===== src/rtl/evtrap_pkg.sv =====
package evtrap_pkg;

    localparam int NUM_TRAPS = 2;
    localparam int KIND_W    = 2;

    typedef enum logic [KIND_W-1:0] {
        KIND_IDLE = 2'd0,
        KIND_A    = 2'd1,
        KIND_B    = 2'd2,
        KIND_C    = 2'd3
    } trap_kind_e;

    // Kind test: an idle trap accepts nothing.
    function automatic logic kind_accepts(input trap_kind_e cfg, input trap_kind_e ev);
        return (cfg != KIND_IDLE) && (cfg == ev);
    endfunction

    // Match test with optional inversion.
    function automatic logic match_accepts(input logic equal, input logic invert);
        return equal ^ invert;
    endfunction

endpackage


===== src/rtl/evtrap_qual.sv =====
module evtrap_qual
    import evtrap_pkg::*;
#(
    parameter int IDX     = 0,
    parameter int MATCH_W = 8
) (
    input  logic [KIND_W-1:0]  ev_kind,
    input  logic [MATCH_W-1:0] ev_match,
    input  logic [KIND_W-1:0]  cfg_kind,
    input  logic [MATCH_W-1:0] cfg_match,
    input  logic               cfg_excl,
    input  logic               slink,
    output logic               pass
);
    localparam bit IS_LEAD = (IDX == 0);

    logic normal_pass;

    always_comb begin
        normal_pass = kind_accepts(trap_kind_e'(cfg_kind), trap_kind_e'(ev_kind))
                    && match_accepts(ev_match == cfg_match, cfg_excl);
    end

    generate
        if (IS_LEAD) begin : g_lead
            assign pass = slink ? 1'b1 : normal_pass;
        end else begin : g_follow
            assign pass = slink ? 1'b0 : normal_pass;
        end
    endgenerate

endmodule


===== src/rtl/evtrap_unit.sv =====
module evtrap_unit
    import evtrap_pkg::*;
#(
    parameter int IDX     = 0,
    parameter int MATCH_W = 8,
    parameter int CNT_W   = 8
) (
    input  logic               clk,
    input  logic               rst,
    input  logic               ev_start,
    input  logic [KIND_W-1:0]  ev_kind,
    input  logic [MATCH_W-1:0] ev_match,
    input  logic [KIND_W-1:0]  cfg_kind,
    input  logic [MATCH_W-1:0] cfg_match,
    input  logic               cfg_excl,
    input  logic [CNT_W-1:0]   cfg_mod,
    input  logic [CNT_W-1:0]   cfg_rem,
    input  logic               slink,
    input  logic               en,
    input  logic               clr,
    output logic               hit
);
    localparam bit IS_LEAD = (IDX == 0);

    logic             pass;
    logic             qual;
    logic [CNT_W-1:0] mod_eff;
    logic [CNT_W-1:0] cnt_q;
    logic [CNT_W-1:0] cnt_d;
    logic             hit_q;

    evtrap_qual #(.IDX(IDX), .MATCH_W(MATCH_W)) u_qual (
        .ev_kind  (ev_kind),
        .ev_match (ev_match),
        .cfg_kind (cfg_kind),
        .cfg_match(cfg_match),
        .cfg_excl (cfg_excl),
        .slink    (slink),
        .pass     (pass)
    );

    always_comb begin
        mod_eff = (cfg_mod == '0) ? CNT_W'(1) : cfg_mod;
        qual    = ev_start && en && !clr && pass;
        cnt_d   = cnt_q;
        if (clr) begin
            cnt_d = '0;
        end else if (qual) begin
            cnt_d = (cnt_q >= mod_eff - CNT_W'(1)) ? '0 : cnt_q + CNT_W'(1);
        end
    end

    always_ff @(posedge clk) begin
        if (rst) begin
            cnt_q <= '0;
            hit_q <= 1'b0;
        end else begin
            cnt_q <= cnt_d;
            hit_q <= qual && (cnt_q == cfg_rem);
        end
    end

    assign hit = hit_q;


    hit_has_event_chk: assert property (@(posedge clk) disable iff (rst)
        hit_q |-> $past(ev_start));


    hit_has_enable_chk: assert property (@(posedge clk) disable iff (rst)
        hit_q |-> $past(en));


    idle_quiet_chk: assert property (@(posedge clk) disable iff (rst)
        $past(ev_start && cfg_kind == KIND_IDLE && !(slink && IS_LEAD)) |-> !hit_q);


    reset_no_hit_chk: assert property (@(posedge clk) disable iff (rst)
        $past(clr) |-> !hit_q);


    cnt_hold_chk: assert property (@(posedge clk) disable iff (rst)
        !$past(qual || clr) |-> cnt_q == $past(cnt_q));

    generate
        if (!IS_LEAD) begin : g_follow_chk

            override_quiet_chk: assert property (@(posedge clk) disable iff (rst)
                $past(slink) |-> !hit_q);
        end
    endgenerate

endmodule


===== src/rtl/evtrap_status.sv =====
module evtrap_status #(
    parameter int NT = 2
) (
    input  logic          clk,
    input  logic          rst,
    input  logic          en_in,
    input  logic [NT-1:0] hit_in,
    input  logic          rd,
    output logic          en_q,
    output logic [NT-1:0] sticky
);
    logic [NT-1:0] sticky_q;

    always_ff @(posedge clk) begin
        if (rst) begin
            en_q     <= 1'b0;
            sticky_q <= '0;
        end else begin
            en_q     <= en_in;
            sticky_q <= (rd ? '0 : sticky_q) | hit_in;
        end
    end

    assign sticky = sticky_q;


    sticky_set_chk: assert property (@(posedge clk) disable iff (rst)
        (sticky_q & $past(hit_in)) == $past(hit_in));


    sticky_keep_chk: assert property (@(posedge clk) disable iff (rst)
        !$past(rd) |-> (sticky_q & $past(sticky_q)) == $past(sticky_q));


    en_follow_chk: assert property (@(posedge clk) disable iff (rst)
        en_q == $past(en_in));

endmodule


===== src/rtl/evtrap_sel.sv =====
module evtrap_sel
    import evtrap_pkg::*;
#(
    parameter int MATCH_W = 8,
    parameter int CNT_W   = 8
) (
    input  logic                               clk,
    input  logic                               rst,
    input  logic                               ev_start,
    input  logic [KIND_W-1:0]                  ev_kind,
    input  logic [MATCH_W-1:0]                 ev_match,
    input  logic                               trap_en_in,
    input  logic                               slink,
    input  logic                               trap_reset,
    input  logic                               stat_rd,
    input  logic [NUM_TRAPS-1:0][KIND_W-1:0]   cfg_kind,
    input  logic [NUM_TRAPS-1:0][MATCH_W-1:0]  cfg_match,
    input  logic [NUM_TRAPS-1:0]               cfg_excl,
    input  logic [NUM_TRAPS-1:0][CNT_W-1:0]    cfg_mod,
    input  logic [NUM_TRAPS-1:0][CNT_W-1:0]    cfg_rem,
    output logic [NUM_TRAPS-1:0]               hit,
    output logic [NUM_TRAPS:0]                 status
);
    logic                 en_q;
    logic [NUM_TRAPS-1:0] sticky;

    generate
        for (genvar i = 0; i < NUM_TRAPS; i++) begin : g_trap
            evtrap_unit #(.IDX(i), .MATCH_W(MATCH_W), .CNT_W(CNT_W)) u_unit (
                .clk      (clk),
                .rst      (rst),
                .ev_start (ev_start),
                .ev_kind  (ev_kind),
                .ev_match (ev_match),
                .cfg_kind (cfg_kind[i]),
                .cfg_match(cfg_match[i]),
                .cfg_excl (cfg_excl[i]),
                .cfg_mod  (cfg_mod[i]),
                .cfg_rem  (cfg_rem[i]),
                .slink    (slink),
                .en       (en_q),
                .clr      (trap_reset),
                .hit      (hit[i])
            );
        end
    endgenerate

    evtrap_status #(.NT(NUM_TRAPS)) u_status (
        .clk   (clk),
        .rst   (rst),
        .en_in (trap_en_in),
        .hit_in(hit),
        .rd    (stat_rd),
        .en_q  (en_q),
        .sticky(sticky)
    );

    assign status = {sticky, en_q};


    reset_idle_chk: assert property (@(posedge clk)
        $past(rst) |-> (hit == '0 && status == '0));

endmodule


===== config.mk =====
export PLATFORM = sky130hd
export DESIGN_NAME = evtrap_sel
export DESIGN_NICKNAME = d
export VERILOG_FILES = /design/src/rtl/evtrap_pkg.sv /design/src/rtl/evtrap_qual.sv /design/src/rtl/evtrap_unit.sv /design/src/rtl/evtrap_status.sv /design/src/rtl/evtrap_sel.sv
export SDC_FILE = /design/constraint.sdc
export NUM_CORES = 1
export LEC_CHECK = 0
export BUFFER_PORTS_ARGS = -buffer_cell sky130_fd_sc_hd__buf_2
export CAP_MARGIN = 20
export CORE_MARGIN = 1.5
export CORE_UTILIZATION = 25
export DETAILED_ROUTE_END_ITERATION = 10
export HOLD_SLACK_MARGIN = 0.1
export REMOVE_ABC_BUFFERS = 1
export SLEW_MARGIN = 20
export SYNTH_ARGS = -nofsm -noshare
export SYNTH_HDL_FRONTEND = slang
export SYNTH_SLANG_ARGS = --single-unit
export TNS_END_PERCENT = 50

===== constraint.sdc =====
create_clock -name clk -period 4.1 [get_ports clk]
set_clock_uncertainty 0.05 [all_clocks]
set_input_delay 0.41 -clock clk [delete_from_list [all_inputs] [get_ports clk]]
set_output_delay 0.41 -clock clk [all_outputs]
set_load 0.005 [all_outputs]

After elaboration in Yosys (flattened, before gate mapping)
Index checks and enable logic that the tools add are counted.
{ "word_totals": {"output_inout_bits": 5, "wordCells": 44, "register_bits": 21, "inputBits": 71} }
{ "classes": {"add_sub_neg": 4, "muxes": 7, "bitwise_logic": 3, "n_reduce_logical": 16, "n_lt_le_gt_ge": 2, "n_eq_ne": 6} }
{ "ops": {"columns": ["cell", "count"], "rows": [
  ["$eq A8 B8 Y1", 4],
  ["$mux W8", 4],
  ["$add A8 B1 Y8 const B", 2],
  ["$ge A8 B8 Y1", 2],
  ["$logic_not A8 Y1", 2],
  ["$sub A8 B1 Y8 const B", 2],
  ["$logic_and A1 B1 Y1", 10],
  ["$eq A2 B2 Y1", 2],
  ["$reduce_bool A2 Y1", 2],
  ["$mux W1", 2],
  ["$mux W2", 1],
  ["$or A2 B2 Y2", 1],
  ["$reduce_or A2 Y1", 1],
  ["$xor A1 B1 Y1", 2],
  ["$logic_not A1 Y1", 1]
]} }

Depth between registers and ports, before layout
{ "logic_depth": {"ltp_word": 6, "mapped_depth": 14, "ltp_nobuf": 14} }

By module
From an unflattened synthesis, not the netlist that was laid out.
{ "hier_totals": {"hier_cells": 225, "hier_area_um2": 2018.2} }
{ "modules_own_cells": {"columns": ["mod", "n_inst", "cells_per_inst", "seq_area_each_um2", "area_per_inst_um2"], "rows": [
  ["evtrap_unit", 2, 90, 180.2, 823.3],
  ["evtrap_qual at g_trap[0].u_unit.u_qual", 1, 18, 0.0, 141.4],
  ["evtrap_qual at g_trap[1].u_unit.u_qual", 1, 16, 0.0, 126.4],
  ["evtrap_status", 1, 10, 60.1, 96.3],
  ["evtrap_sel", 1, 1, 0.0, 7.5]
]} }

Least setup slack after synthesis
OpenSTA, ideal clock, no wires.
{ "synth_timing": {"path_kind": "input to register", "from": "input cfg_mod[3] in the netlist's numbering", "to": "register g_trap[0].u_unit.cnt_q[5]", "path_slack_ps": 923, "required_ps": 3979, "path_buffers": 0, "arrival_ps": 3056, "cell_stages": 13, "setup_time_ps": 71, "path_cell_list": "nor4_1 -> nand2_1 -> o21bai_1 -> inv_1 -> ha_1 -> xnor2_1 -> ha_1 -> a211oi_2 -> o21ai_1 -> a211oi_4 -> nand2_2 -> or4b_1 -> a21oi_1"} }
{ "synth_via": {"elab_chain_cells": 5} }
{ "synth_rtl": {"columns": ["element", "line", "rtl"], "rows": [
  ["start: declaration", "evtrap_sel.sv:19", "input logic [NUM_TRAPS-1:0][CNT_W-1:0] cfg_mod,"],
  ["$logic_not A8 Y1", "evtrap_unit.sv:43", "mod_eff = (cfg_mod == '0) ? CNT_W'(1) : cfg_mod;"],
  ["$mux W8 *", "evtrap_unit.sv:43", null],
  ["$sub A8 B1 Y8 *", "evtrap_unit.sv:49", "cnt_d = (cnt_q >= mod_eff - CNT_W'(1)) ? '0 : cnt_q + CNT_W'(1);"],
  ["$ge A8 B8 Y1 *", "evtrap_unit.sv:49", null],
  ["$mux W8 *", "evtrap_unit.sv:49", null],
  ["end signal: assignment", "evtrap_unit.sv:58", "cnt_q <= cnt_d;"],
  ["end: declaration", "evtrap_unit.sv:28", "logic [CNT_W-1:0] cnt_q;"]
]} }
Mark *: on every way between the ends. The rest lies on a longest branch, timed or not.
A chain may end at the register's enable or synchronous reset.

Worst setup path in the final report
{ "layout_timing": {"from": "input cfg_mod[3] in the netlist's numbering", "to": "register g_trap[0].u_unit.cnt_q[4]"} }
Same word-level chain as after synthesis.

==> impl_metrics.json <==
{
  "clk_pin_slew_ns": 0.07,
  "first_pass_iters": 4,
  "vdd_drop_max_mv": 0.1078,
  "max_slew_margin_pct": 35.62,
  "grt_max_degree": 12,
  "crit_type": "in -> reg",
  "clockBufferDepth": 2,
  "power_density_nw_per_um2": 177.1,
  "cts_max_level": 1,
  "post-route-min-period_ns": 3.414,
  "vias": 2084,
  "io_pins": 76,
  "synth_edf_count": 0,
  "synth.avg_cell_area_sq_um": 8.214,
  "fin_crit_sh_pct": 83.27,
  "multi_input_area_sq_um": 1553,
  "cts_tree": "yes",
  "wl_per_cell_um": 11.99,
  "worstRegToRegCells": 7,
  "pwr-share-seq_pct": 45.3,
  "drc": 0,
  "yosys_warnings": 0,
  "endpoint_kind": "flip-flop",
  "clockPowerShare_pct": 29.3,
  "final_nets": 414,
  "ys_seq_elements": 21,
  "tns_ns": 0,
  "synth_flop_cell": "dfxtp_1",
  "cts_resized": 0,
  "grtUsageTotal_pct": 12.30,
  "drive_gt1_share_pct": 27.95,
  "crit_arrival_ns": 3.56,
  "rsz0062_at_grt": "no",
  "grt_pass1_vias": 1965,
  "dieArea_sq_um": 8698,
  "fmax_mhz": 292.9,
  "worstSkewPairLatency_ns": 0.25,
  "synthTopCellsByCount": "24 x xor2_1, 23 x xnor2_1, 21 x dfxtp_1",
  "clock_sinks": 21,
  "start_util_pct": 26.09,
  "required_ns": 4.25,
  "worstReg2RegEnd": "g_trap[0].u_unit.cnt_q[4]",
  "ys_seq_area_share_pct": 20.64,
  "r2r_setup_slack_ns": 1.72,
  "synthDistinctLibCells": 52,
  "ys_async_sr_fraction_pct": 0,
  "max_slew.worst_pin.slew_ns": 0.9523,
  "setup_viol_count_final": 0,
  "cts_buffers": 3,
  "netlist_area_sq_um": 2037,
  "reg2reg_from": "g_trap[0].u_unit.cnt_q[2]",
  "die_width_um": 93.27,
  "n_antenna_cell": 0,
  "crit_start": "cfg_mod[3]",
  "p_sw_mw": 0.1208,
  "total_leakage_power_nw": 1.077,
  "synth_top_area_share_pct": 20.64,
  "synth.most_common_cell": "xor2_1",
  "cts_hold_buffers": 0,
  "worst_hold_path_type": "in -> reg",
  "grt_antenna_before_repair": 0,
  "p_int_mw": 0.3317,
  "dp_hpwl_um": 4297,
  "core.rowCount": 32,
  "n_fill_cell": 829,
  "grt_pass1_wl_um": 8783,
  "antenna_left": 0,
  "path_max_fanout": 8,
  "area_growth_pct": 25.43,
  "netlist_instances": 248,
  "core-area_sq_um": 7807,
  "outcome": "complete, no violations",
  "p_comb_share_pct": 25.4,
  "start_kind": "input port",
  "cp-endpoint": "g_trap[0].u_unit.cnt_q[4]",
  "gr-total-overflow": 0,
  "fin_util_pct": 32.72,
  "cap_violations": 0,
  "gp_congestion": 0.8225,
  "yosysTopAreaCell": "dfxtp_1",
  "switching_share_pct": 26.69,
  "viasPerCell": 4.915,
  "finalMaxSlewViolations": 0,
  "timing_hold_violations_final": 0,
  "portBuffers": 75,
  "clock_tree.root_cell": "clkbuf_8",
  "drt_wl_total_um": 5084,
  "regArea_sq_um": 420.4,
  "first_iter_violations": 122,
  "chipHeight_um": 93.27,
  "post_cts_buffers": 0,
  "synth_area_leaders": "dfxtp_1 21%, ha_1 12%, xor2_1 10%, xnor2_1 9.9%, nor2_1 3.5%"
}
==> power by group through the flow <==
| stage | Clock, mW | Combinational [mW] | Sequential [mW] |
|---|---|---|---|
| 3_3_place_gp | 0 | 0.113 | 0.210 |
| 4_1_cts | 0.139 | 0.117 | 0.205 |
| 2_1_floorplan | 0 | 0.0586 | 0.210 |
| 6_report | 0.132 | 0.115 | 0.205 |
| 3_5_place_dp | 0 | 0.116 | 0.210 |
| 5_1_grt | 0.148 | 0.130 | 0.205 |
==> metrics by stage <==
step	setup WS [ns]	cells	power [mW]	hold WS, ns	cell area [sq um]
final	0.6858	424	0.4525	0.3156	2555
after detailed placement	0.4758	420	0.3263	0.4165	2510
after global routing	0.4135	424	0.4827	0.3192	2555
after CTS	0.7195	424	0.4610	0.3104	2555
after floorplan	0.9236	243	0.2682	0.4104	2007
after global placement	0.6117	420	0.3229	0.4017	2510
==> worst max-delay path, cell delays in order <==
cell and delay, ns:
buf_2 0.12, nor4_1 0.36, nand2_1 0.12, o21bai_1 0.25, inv_1 0.11, ha_1 0.24, xnor2_1 0.14, ha_1 0.30
a211oi_2 0.17, o21ai_1 0.13, a211oi_4 0.41, nand2_2 0.11, nor3_1 0.49, a32o_1 0.21
==> sequential cells by signal, summed over array words and instances (netlist names) <==
signal	cells
g_trap.u_unit.cnt_q	16
g_trap.u_unit.hit	2
u_status.en_q	1
u_status.sticky	2
==> per-layer routing <==
metal | wire length (um) | vias to the layer above | track usage (%)
met4 | 35 | 0 | 2.273
met2 | 2423 | 65 | 20.77
met3 | 276 | 2 | 2.195
li1 | - | 1057 | -
met5 | 0 | - | 0
met1 | 2348 | 960 | 16.38
==> layout make-up <==
cell class              count  share of cell area, %
clock buffers               4                  1.763
inverters                   9                  1.322
multi-input cells         213                  60.77
flip-flops and latches     21                  16.45
well taps                 102                  4.995
repair buffers             75                  14.69
==> placed cells by master (no fill, tap or decap), types with 10 or more instances in the layout <==
master	n
a21oi_1	10
buf_2	75
dfxtp_1	21
ha_1	20
nand2_1	16
nand3_1	14
nor2_1	19
nor3_1	11
xnor2_1	23
xor2_1	24
==> worst min-delay path by stage <==
stage / from / to / cells past startpoint
floorplan: g_trap[0].u_unit.hit / u_status.sticky[0] / 2
global placement: g_trap[1].u_unit.hit / u_status.sticky[1] / 2
detailed placement: g_trap[0].u_unit.hit / u_status.sticky[0] / 2
CTS: trap_en_in / u_status.en_q / 2
global route: trap_en_in / u_status.en_q / 2
finish: trap_en_in / u_status.en_q / 2
==> logic make-up (layout without fill, tap and decap cells) <==
kind of cell / Yosys count / in the layout / synth area share [%]
AOI/OAI and AO/OA: 42 / 42 / 15.05
xor gates and xnor gates: 47 / 47 / 20.21
adders and majority gates: 20 / 20 / 12.29
buffers and inverters: 14 / 88 / 3.133
DFF: 21 / 21 / 20.64
muxes: 1 / 1 / 0.4914
and+or+nand+nor: 103 / 103 / 28.20
(Power assumes the default switching activity.)
